===== src/rtl/iurob_pkg.sv =====
`timescale 1ns/1ps
package iurob_pkg;
    parameter int DEPTH  = 8;    // slot count, power of two
    parameter int DATA_W = 32;
    parameter int AREG_W = 5;

    localparam int TAG_W    = $clog2(DEPTH);
    localparam int CNT_W    = TAG_W + 1;
    localparam int NUM_AREG = 1 << AREG_W;

    typedef enum logic [2:0] {
        ST_FREE,
        ST_WAIT,
        ST_READY,
        ST_EXEC,
        ST_RETIRE
    } ent_state_t;

    typedef struct packed {
        logic              rdy;
        logic [TAG_W-1:0]  tag;
        logic [DATA_W-1:0] val;
    } opnd_t;

    typedef struct packed {
        logic              is_store;
        logic [AREG_W-1:0] dst;
        opnd_t             a;
        opnd_t             b;
    } slot_info_t;
endpackage


===== src/rtl/iurob_alias.sv =====
`timescale 1ns/1ps
module iurob_alias
    import iurob_pkg::*;
(
    input  logic              clk,
    input  logic              rst_n,
    input  logic              clr,
    input  logic              set_en,
    input  logic [AREG_W-1:0] set_areg,
    input  logic [TAG_W-1:0]  set_tag,
    input  logic              drop_en,
    input  logic [AREG_W-1:0] drop_areg,
    input  logic [TAG_W-1:0]  drop_tag,
    input  logic [AREG_W-1:0] look_a,
    input  logic [AREG_W-1:0] look_b,
    output logic              a_hit,
    output logic [TAG_W-1:0]  a_tag,
    output logic              b_hit,
    output logic [TAG_W-1:0]  b_tag
);
    logic [NUM_AREG-1:0] live;
    logic [TAG_W-1:0]    owner [NUM_AREG];

    // a newer writer always wins over the retiring one
    always_ff @(posedge clk) begin
        if (!rst_n || clr) begin
            live <= '0;
        end else begin
            if (drop_en && live[drop_areg] && owner[drop_areg] == drop_tag)
                live[drop_areg] <= 1'b0;
            if (set_en)
                live[set_areg] <= 1'b1;
        end
    end

    always_ff @(posedge clk) begin
        if (set_en)
            owner[set_areg] <= set_tag;
    end

    always_comb begin
        a_hit = live[look_a];
        a_tag = owner[look_a];
        b_hit = live[look_b];
        b_tag = owner[look_b];
    end
endmodule


===== src/rtl/iurob_pick.sv =====
`timescale 1ns/1ps
module iurob_pick
    import iurob_pkg::*;
(
    input  logic [DEPTH-1:0] ready_vec,
    input  logic [DEPTH-1:0] store_vec,
    input  logic [TAG_W-1:0] head,
    output logic             pick_valid,
    output logic [TAG_W-1:0] pick_tag
);
    logic [TAG_W-1:0] idx;

    // walk from the head so the first hit is the oldest
    always_comb begin
        pick_valid = 1'b0;
        pick_tag   = head;
        idx        = head;
        for (int k = 0; k < DEPTH; k++) begin
            idx = head + TAG_W'(k);
            if (!pick_valid && ready_vec[idx] && (!store_vec[idx] || k == 0)) begin
                pick_valid = 1'b1;
                pick_tag   = idx;
            end
        end
    end
endmodule


===== src/rtl/iurob_slot.sv =====
`timescale 1ns/1ps
module iurob_slot
    import iurob_pkg::*;
#(
    parameter int IDX = 0
) (
    input  logic              clk,
    input  logic              rst_n,
    input  logic              clr,
    input  logic              alloc,
    input  slot_info_t        alloc_info,
    input  logic              wb_live,
    input  logic [TAG_W-1:0]  wb_tag,
    input  logic [DATA_W-1:0] wb_val,
    input  logic              wb_exc,
    input  logic              grant,
    input  logic              retire_ack,
    output ent_state_t        state,
    output slot_info_t        info,
    output logic [DATA_W-1:0] result,
    output logic              fault
);
    localparam logic [TAG_W-1:0] MY_TAG = TAG_W'(IDX);

    ent_state_t state_n;
    logic       own_wb, a_hit, b_hit;

    always_comb begin
        own_wb = wb_live && (wb_tag == MY_TAG) && (state == ST_EXEC);
        a_hit  = wb_live && !info.a.rdy && (info.a.tag == wb_tag);
        b_hit  = wb_live && !info.b.rdy && (info.b.tag == wb_tag);
    end

    always_comb begin
        state_n = state;
        if (clr) begin
            state_n = ST_FREE;
        end else begin
            unique case (state)
                ST_FREE:   if (alloc)
                               state_n = (alloc_info.a.rdy && alloc_info.b.rdy) ? ST_READY : ST_WAIT;
                ST_WAIT:   if ((info.a.rdy || a_hit) && (info.b.rdy || b_hit))
                               state_n = ST_READY;
                ST_READY:  if (grant)      state_n = ST_EXEC;
                ST_EXEC:   if (own_wb)     state_n = ST_RETIRE;
                ST_RETIRE: if (retire_ack) state_n = ST_FREE;
                default:   state_n = ST_FREE;
            endcase
        end
    end

    always_ff @(posedge clk) begin
        if (!rst_n) state <= ST_FREE;
        else        state <= state_n;
    end

    always_ff @(posedge clk) begin
        if (!rst_n) begin
            info   <= '0;
            result <= '0;
            fault  <= 1'b0;
        end else if (alloc && state == ST_FREE && !clr) begin
            info  <= alloc_info;
            fault <= 1'b0;
        end else begin
            if (state == ST_WAIT) begin
                if (a_hit) begin
                    info.a.rdy <= 1'b1;
                    info.a.val <= wb_val;
                end
                if (b_hit) begin
                    info.b.rdy <= 1'b1;
                    info.b.val <= wb_val;
                end
            end
            if (own_wb) begin
                result <= wb_val;
                fault  <= wb_exc;
            end
        end
    end

    AST_RETIRE_AFTER_WB: assert property (@(posedge clk) disable iff (!rst_n)
        (state == ST_RETIRE && $past(state) != ST_RETIRE) |-> $past(wb_live && wb_tag == MY_TAG));
endmodule


===== src/rtl/iurob_top.sv =====
`timescale 1ns/1ps
module iurob_top
    import iurob_pkg::*;
(
    input  logic              clk,
    input  logic              rst_n,
    input  logic              flush,
    input  logic              disp_valid,
    output logic              disp_ready,
    input  logic              disp_is_store,
    input  logic [AREG_W-1:0] disp_dst,
    input  logic [AREG_W-1:0] disp_src1,
    input  logic [DATA_W-1:0] disp_src1_val,
    input  logic [AREG_W-1:0] disp_src2,
    input  logic [DATA_W-1:0] disp_src2_val,
    output logic [TAG_W-1:0]  disp_tag,
    output logic              iss_valid,
    output logic [TAG_W-1:0]  iss_tag,
    output logic [DATA_W-1:0] iss_op1,
    output logic [DATA_W-1:0] iss_op2,
    output logic              iss_is_store,
    input  logic              wb_valid,
    input  logic [TAG_W-1:0]  wb_tag,
    input  logic [DATA_W-1:0] wb_val,
    input  logic              wb_exc,
    output logic              cm_valid,
    output logic              cm_is_store,
    output logic [AREG_W-1:0] cm_dst,
    output logic [DATA_W-1:0] cm_val,
    output logic              trap_valid,
    output logic [TAG_W-1:0]  trap_tag
);
    logic [TAG_W-1:0]  head, tail;
    logic [CNT_W-1:0]  count;
    ent_state_t        st  [DEPTH];
    slot_info_t        inf [DEPTH];
    logic [DATA_W-1:0] res [DEPTH];
    logic [DEPTH-1:0]  flt, ready_vec, store_vec;
    logic              disp_fire, commit_fire, trap_fire, clr_all, wb_live, head_ret;
    logic              pick_valid, a_hit, b_hit;
    logic [TAG_W-1:0]  pick_tag, a_tag, b_tag;
    slot_info_t        new_info;

    function automatic opnd_t resolve_src(
        input logic              hit,
        input logic [TAG_W-1:0]  ptag,
        input logic [DATA_W-1:0] rf_val,
        input ent_state_t        pst,
        input logic [DATA_W-1:0] pres,
        input logic              live,
        input logic [TAG_W-1:0]  wtag,
        input logic [DATA_W-1:0] wval
    );
        opnd_t o;
        o.rdy = 1'b1;
        o.tag = ptag;
        o.val = rf_val;
        if (hit) begin
            if (pst == ST_RETIRE)           o.val = pres;
            else if (live && wtag == ptag)  o.val = wval;
            else begin
                o.rdy = 1'b0;
                o.val = '0;
            end
        end
        return o;
    endfunction

    always_comb begin
        head_ret    = (st[head] == ST_RETIRE);
        commit_fire = !flush && head_ret && !flt[head];
        trap_fire   = !flush && head_ret &&  flt[head];
        clr_all     = flush || trap_fire;
        disp_ready  = (count != CNT_W'(DEPTH));
        disp_fire   = disp_valid && disp_ready && !clr_all;
        wb_live     = wb_valid && (st[wb_tag] == ST_EXEC);
        new_info.is_store = disp_is_store;
        new_info.dst      = disp_dst;
        new_info.a = resolve_src(a_hit, a_tag, disp_src1_val, st[a_tag], res[a_tag], wb_live, wb_tag, wb_val);
        new_info.b = resolve_src(b_hit, b_tag, disp_src2_val, st[b_tag], res[b_tag], wb_live, wb_tag, wb_val);
    end

    iurob_alias u_alias (
        .clk      (clk),
        .rst_n    (rst_n),
        .clr      (clr_all),
        .set_en   (disp_fire && !disp_is_store),
        .set_areg (disp_dst),
        .set_tag  (tail),
        .drop_en  (commit_fire && !inf[head].is_store),
        .drop_areg(inf[head].dst),
        .drop_tag (head),
        .look_a   (disp_src1),
        .look_b   (disp_src2),
        .a_hit    (a_hit),
        .a_tag    (a_tag),
        .b_hit    (b_hit),
        .b_tag    (b_tag)
    );

    for (genvar g = 0; g < DEPTH; g++) begin : g_slot
        assign ready_vec[g] = (st[g] == ST_READY);
        assign store_vec[g] = inf[g].is_store;

        iurob_slot #(.IDX(g)) u_slot (
            .clk       (clk),
            .rst_n     (rst_n),
            .clr       (clr_all),
            .alloc     (disp_fire && tail == TAG_W'(g)),
            .alloc_info(new_info),
            .wb_live   (wb_live),
            .wb_tag    (wb_tag),
            .wb_val    (wb_val),
            .wb_exc    (wb_exc),
            .grant     (iss_valid && iss_tag == TAG_W'(g)),
            .retire_ack(commit_fire && head == TAG_W'(g)),
            .state     (st[g]),
            .info      (inf[g]),
            .result    (res[g]),
            .fault     (flt[g])
        );
    end

    iurob_pick u_pick (
        .ready_vec (ready_vec),
        .store_vec (store_vec),
        .head      (head),
        .pick_valid(pick_valid),
        .pick_tag  (pick_tag)
    );

    always_ff @(posedge clk) begin
        if (!rst_n || clr_all) begin
            head  <= '0;
            tail  <= '0;
            count <= '0;
        end else begin
            if (disp_fire)   tail <= tail + 1'b1;
            if (commit_fire) head <= head + 1'b1;
            count <= count + CNT_W'(disp_fire) - CNT_W'(commit_fire);
        end
    end

    always_comb begin
        disp_tag     = tail;
        iss_valid    = pick_valid && !clr_all;
        iss_tag      = pick_tag;
        iss_op1      = inf[pick_tag].a.val;
        iss_op2      = inf[pick_tag].b.val;
        iss_is_store = inf[pick_tag].is_store;
        cm_valid     = commit_fire;
        cm_is_store  = inf[head].is_store;
        cm_dst       = inf[head].dst;
        cm_val       = res[head];
        trap_valid   = trap_fire;
        trap_tag     = head;
    end

    AST_NO_OVERFLOW: assert property (@(posedge clk) disable iff (!rst_n)
        count <= CNT_W'(DEPTH));
    AST_PICK_WHEN_READY: assert property (@(posedge clk) disable iff (!rst_n || clr_all)
        (|(ready_vec & ~store_vec)) |-> iss_valid);
    AST_STORE_AT_HEAD: assert property (@(posedge clk) disable iff (!rst_n)
        (iss_valid && iss_is_store) |-> (iss_tag == head));
    AST_TRAP_EMPTIES: assert property (@(posedge clk) disable iff (!rst_n)
        trap_valid |=> (disp_ready && !cm_valid && !iss_valid && !trap_valid));
    AST_FLUSH_EMPTIES: assert property (@(posedge clk) disable iff (!rst_n)
        flush |=> (disp_ready && !cm_valid && !iss_valid && !trap_valid));
endmodule


===== config.mk =====
export PLATFORM = sky130hd
export DESIGN_NAME = iurob_top
export DESIGN_NICKNAME = d
export VERILOG_FILES = /design/src/rtl/iurob_pkg.sv /design/src/rtl/iurob_alias.sv /design/src/rtl/iurob_pick.sv /design/src/rtl/iurob_slot.sv /design/src/rtl/iurob_top.sv
export SDC_FILE = /design/constraint.sdc
export NUM_CORES = 2
export LEC_CHECK = 0
export BUFFER_PORTS_ARGS = -buffer_cell sky130_fd_sc_hd__buf_4
export CORE_UTILIZATION = 58
export DETAILED_ROUTE_END_ITERATION = 8
export PLACE_DENSITY = 0.79
export SYNTH_ARGS = -nofsm -noshare
export SYNTH_HDL_FRONTEND = slang
export SYNTH_SLANG_ARGS = --single-unit
export TNS_END_PERCENT = 100

===== constraint.sdc =====
create_clock -name clk -period 14 [get_ports clk]
set_input_delay 1.4 -clock clk [delete_from_list [all_inputs] [get_ports clk]]
set_output_delay 1.4 -clock clk [all_outputs]
set_load 0.01 [all_outputs]

==> run_results.csv <==
group,metric,value,unit
timing,fmax,112,MHz
placed_design,gp_congestion,1.01,
synth,yosys.area.top_type,"dfxtp_1",
synth,synth_area_leaders,"dfxtp_1, mux2i_1, mux4_2, o211a_1, nand2_1",
worst_hold_path,hold_depth,2,
synth,synthTopCellsByCount,"nand2_1, dfxtp_1, mux2i_1, o211a_1, clkbuf_1",
job,max_cap_violations,0,
placed_design,place_inst,7627,
synth,synth-seq-cells,1050,
clock_network,root_buffer,"clkbuf_16",
timing,setup-violations-final,0,
power_and_ir_drop,p_per_area,103,nW/um2
layout,final_nets,6490,
routing,met3_length,27300,um
synth,synth_top_family_by_area,"multiplexers",
power_and_ir_drop,vdd_drop_max,0.111,mV
clock_network,clk_pin_slew,0.06,ns
synth,synth_top_area_share,30.8,%
placed_design,port_buffers,236,
clock_network,postCtsSetupBuffers,0,
global_route,grt_start_max_net_pins,241,
clock_network,clockBufferDepth,3,
routing,wl_met2,94600,um
timing,fin_crit_sh,63.5,%
global_route,grt_usage,39.1,%
synth,synth_cell_types,97,
clock_network,clock_latency,0.73,ns
timing,holdWs,0.469,ns
synth,synth.net_count,6745,
status,outcome,"finished with violations",
critical_path,reg2reg_depth,12,
synth,synth_compound_area_share,15.5,%
routing,routedWlPerCell,27.9,um
layout,drive_above_1_share,15.1,%
routing,ant_nets,0,
die,dieHeight,329,um
routing,routed_wl,219000,um
routing,via_count,54300,
critical_path,cp-startpoint,"trap_tag[0]",
die,initial_utilization,58.7,%
synth,synth.yosys.seq_area_share,35.4,%
synth,synth-async-reset-ratio,0,%
synth,syn_area_per_cell,9.40,um2
global_route,grt_pass1_vias,51800,
worst_hold_path,hold_path_class,"reg2reg",
power_and_ir_drop,power.leakage,32.6,nW
timing,setup_ws,5.11,ns
timing,timing_hold_violations_final,0,
critical_path,worstSetupEndpointType,"primary output",
clock_network,cts_buffers,111,
synth,synth.area.mux_share,26.0,%
critical_path,worst_setup_path_start_kind,"flop",
synth,synth-xor-area-share,0.927,%
synth,synthCells,6604,
global_route,antenna_found_initial,18,
clock_network,hold_buffers,0,
critical_path,r2r-start,"trap_tag[0]",
timing,tns,0,ns
routing,drtIter0Drc,7567,
die,die_w,329,um
synth,synthAdderAreaFrac,0.415,%
timing,post-route-min-period,8.89,ns
synth,synth-simple-area-share,16.7,%
die,die_area,108000,um2
layout,final_cells,7844,
die,rows,119,
routing,routed.top_layer,"met5",
timing,rsz0062_at_grt,"false",
placed_design,place_ws,5.87,ns
layout,syn2layout_area_growth,9.08,%
die,num_io_pins,237,
worst_hold_path,holdCritStartpoint,"g_slot[6].u_slot.info[74]",
timing,fin_skew,0.0348,ns
global_route,grt_pass1_wl,323000,um
routing,met1_length,80400,um
critical_path,crit_required,12.60,ns
clock_network,clock-sinks,1050,
global_route,overflow,0,
timing,slew_headroom,13.9,%
clock_network,h-tree-depth,3,
synth,synth_edf_count,96,
synth,ys.flop_type,"dfxtp_1",
synth,yosys_warnings,0,
critical_path,worstPathArrival,7.49,ns
layout,postLayoutCoreUtil,64.1,%
critical_path,path_class,"reg2out",
routing,drcViolationCount,26,
routing,drt_first_pass_iters,8,
die,core,106000,um2
placed_design,dp.final_hpwl,134000,um
routing,vias_per_cell,6.92,
clock_network,cts_resized,0,
synth,mappedNetlistArea,62100,um2
synth,synth.most_common_cell,"nand2_1",
clock_network,cts_tree,"built",
critical_path,crit_fanout,44,
timing,tightest_slew,1.29,ns
status,violations,"DRC",
timing,final-max-slew-violation-count,0,
## stage by stage
stage / total power (W) / instance area, um2
CTS: 0.00698 / 67700
detailed placement: 0.00379 / 63700
global route: 0.00715 / 67700
floorplan: 0.00358 / 62100
global placement: 0.00378 / 63700
finish: 0.00700 / 67700
## cells in the final DEF (no fill, tap or decap), drive strengths merged, types with 11 or more instances in the layout
| master | count |
|---|---|
| a21oi | 123 |
| o211a | 538 |
| a221o | 31 |
| nand3 | 302 |
| o22ai | 23 |
| mux2i | 950 |
| nand2b | 24 |
| nor4 | 24 |
| clkinv | 21 |
| o31ai | 12 |
| o21ai | 60 |
| a211oi | 21 |
| a21boi | 148 |
| and2 | 13 |
| clkbuf | 160 |
| mux2 | 86 |
| a22oi | 21 |
| a2bb2oi | 36 |
| nor3b | 45 |
| mux4 | 252 |
| inv | 61 |
| buf | 326 |
| or4 | 19 |
| nor2b | 179 |
| or3 | 11 |
| ha | 19 |
| dfxtp | 954 |
| and3 | 16 |
| xnor2 | 27 |
| bufinv | 19 |
| nor3 | 30 |
| xor2 | 37 |
| nor2 | 252 |
| o211ai | 11 |
| edfxtp | 96 |
| nand2 | 1332 |
| nand4 | 21 |
## cells by family after synthesis
| logic type | after synthesis |
|---|---|
| flip-flops | 1050 |
| XOR/XNOR | 64 |
| multiplexers | 1288 |
| AND/OR/NAND/NOR | 2308 |
| buffers and inverters | 751 |
| adder cells (fa/ha/maj) | 20 |
| AO/OA/AOI/OAI | 1123 |
## path summary, 6_finish.rpt
check                              end  slack [ns]
min reg2reg  g_slot[6].u_slot.info[74]        0.47
max                        iss_op2[19]        5.11
min          g_slot[6].u_slot.info[74]        0.47
max reg2reg            u_alias.live[4]        8.38
## sequential cells by signal, summed over array words and instances, names as in the netlist
register / flops
trap_tag: 3
disp_tag: 3
count: 4
g_slot.u_slot.fault: 8
g_slot.u_slot.info: 624
u_alias.owner: 96
g_slot.u_slot.state: 24
g_slot.u_slot.result: 256
u_alias.live: 32
## power breakdown
group	internal [W]	switching, W	total (W)
clock network	0.00194	0.00131	0.00325
logic	0.000249	0.000425	0.000674
registers	0.00306	0.0000185	0.00307
## routing by layer
| layer | up-vias | global-route usage [%] |
|---|---|---|
| met2 | 3574 | 59.0 |
| met3 | 900 | 10.2 |
| met1 | 26400 | 49.4 |
| met5 | - | 0 |
| met4 | 24 | 26.3 |
| li1 | 23300 | - |
## layout make-up
| class | instances | area, um2 |
|---|---|---|
| antenna | 8 | 20.0 |
| clock buffer | 160 | 3200 |
| clock inverter | 49 | 790 |
| fill | 8406 | 38000 |
| inverter | 57 | 214 |
| multi-input combinational | 4803 | 37300 |
| sequential | 1050 | 22000 |
| tap | 1391 | 1740 |
| timing repair buffer | 326 | 2490 |
## worst max-delay path, cell delays in order, from the launching register on
cell and delay (ns):
dfxtp_4 0.78, inv_2 0.31, ha_1 0.60, nand2b_1 0.23
nor3_1 0.07, nor3_1 0.63, o21a_1 0.28, nand4_4 0.17
o2bb2ai_1 0.20, o22a_4 0.62, buf_4 0.84, buf_4 0.85
mux4_2 0.61, mux2_2 0.33, buf_4 0.16
(Power assumes the default switching activity.)
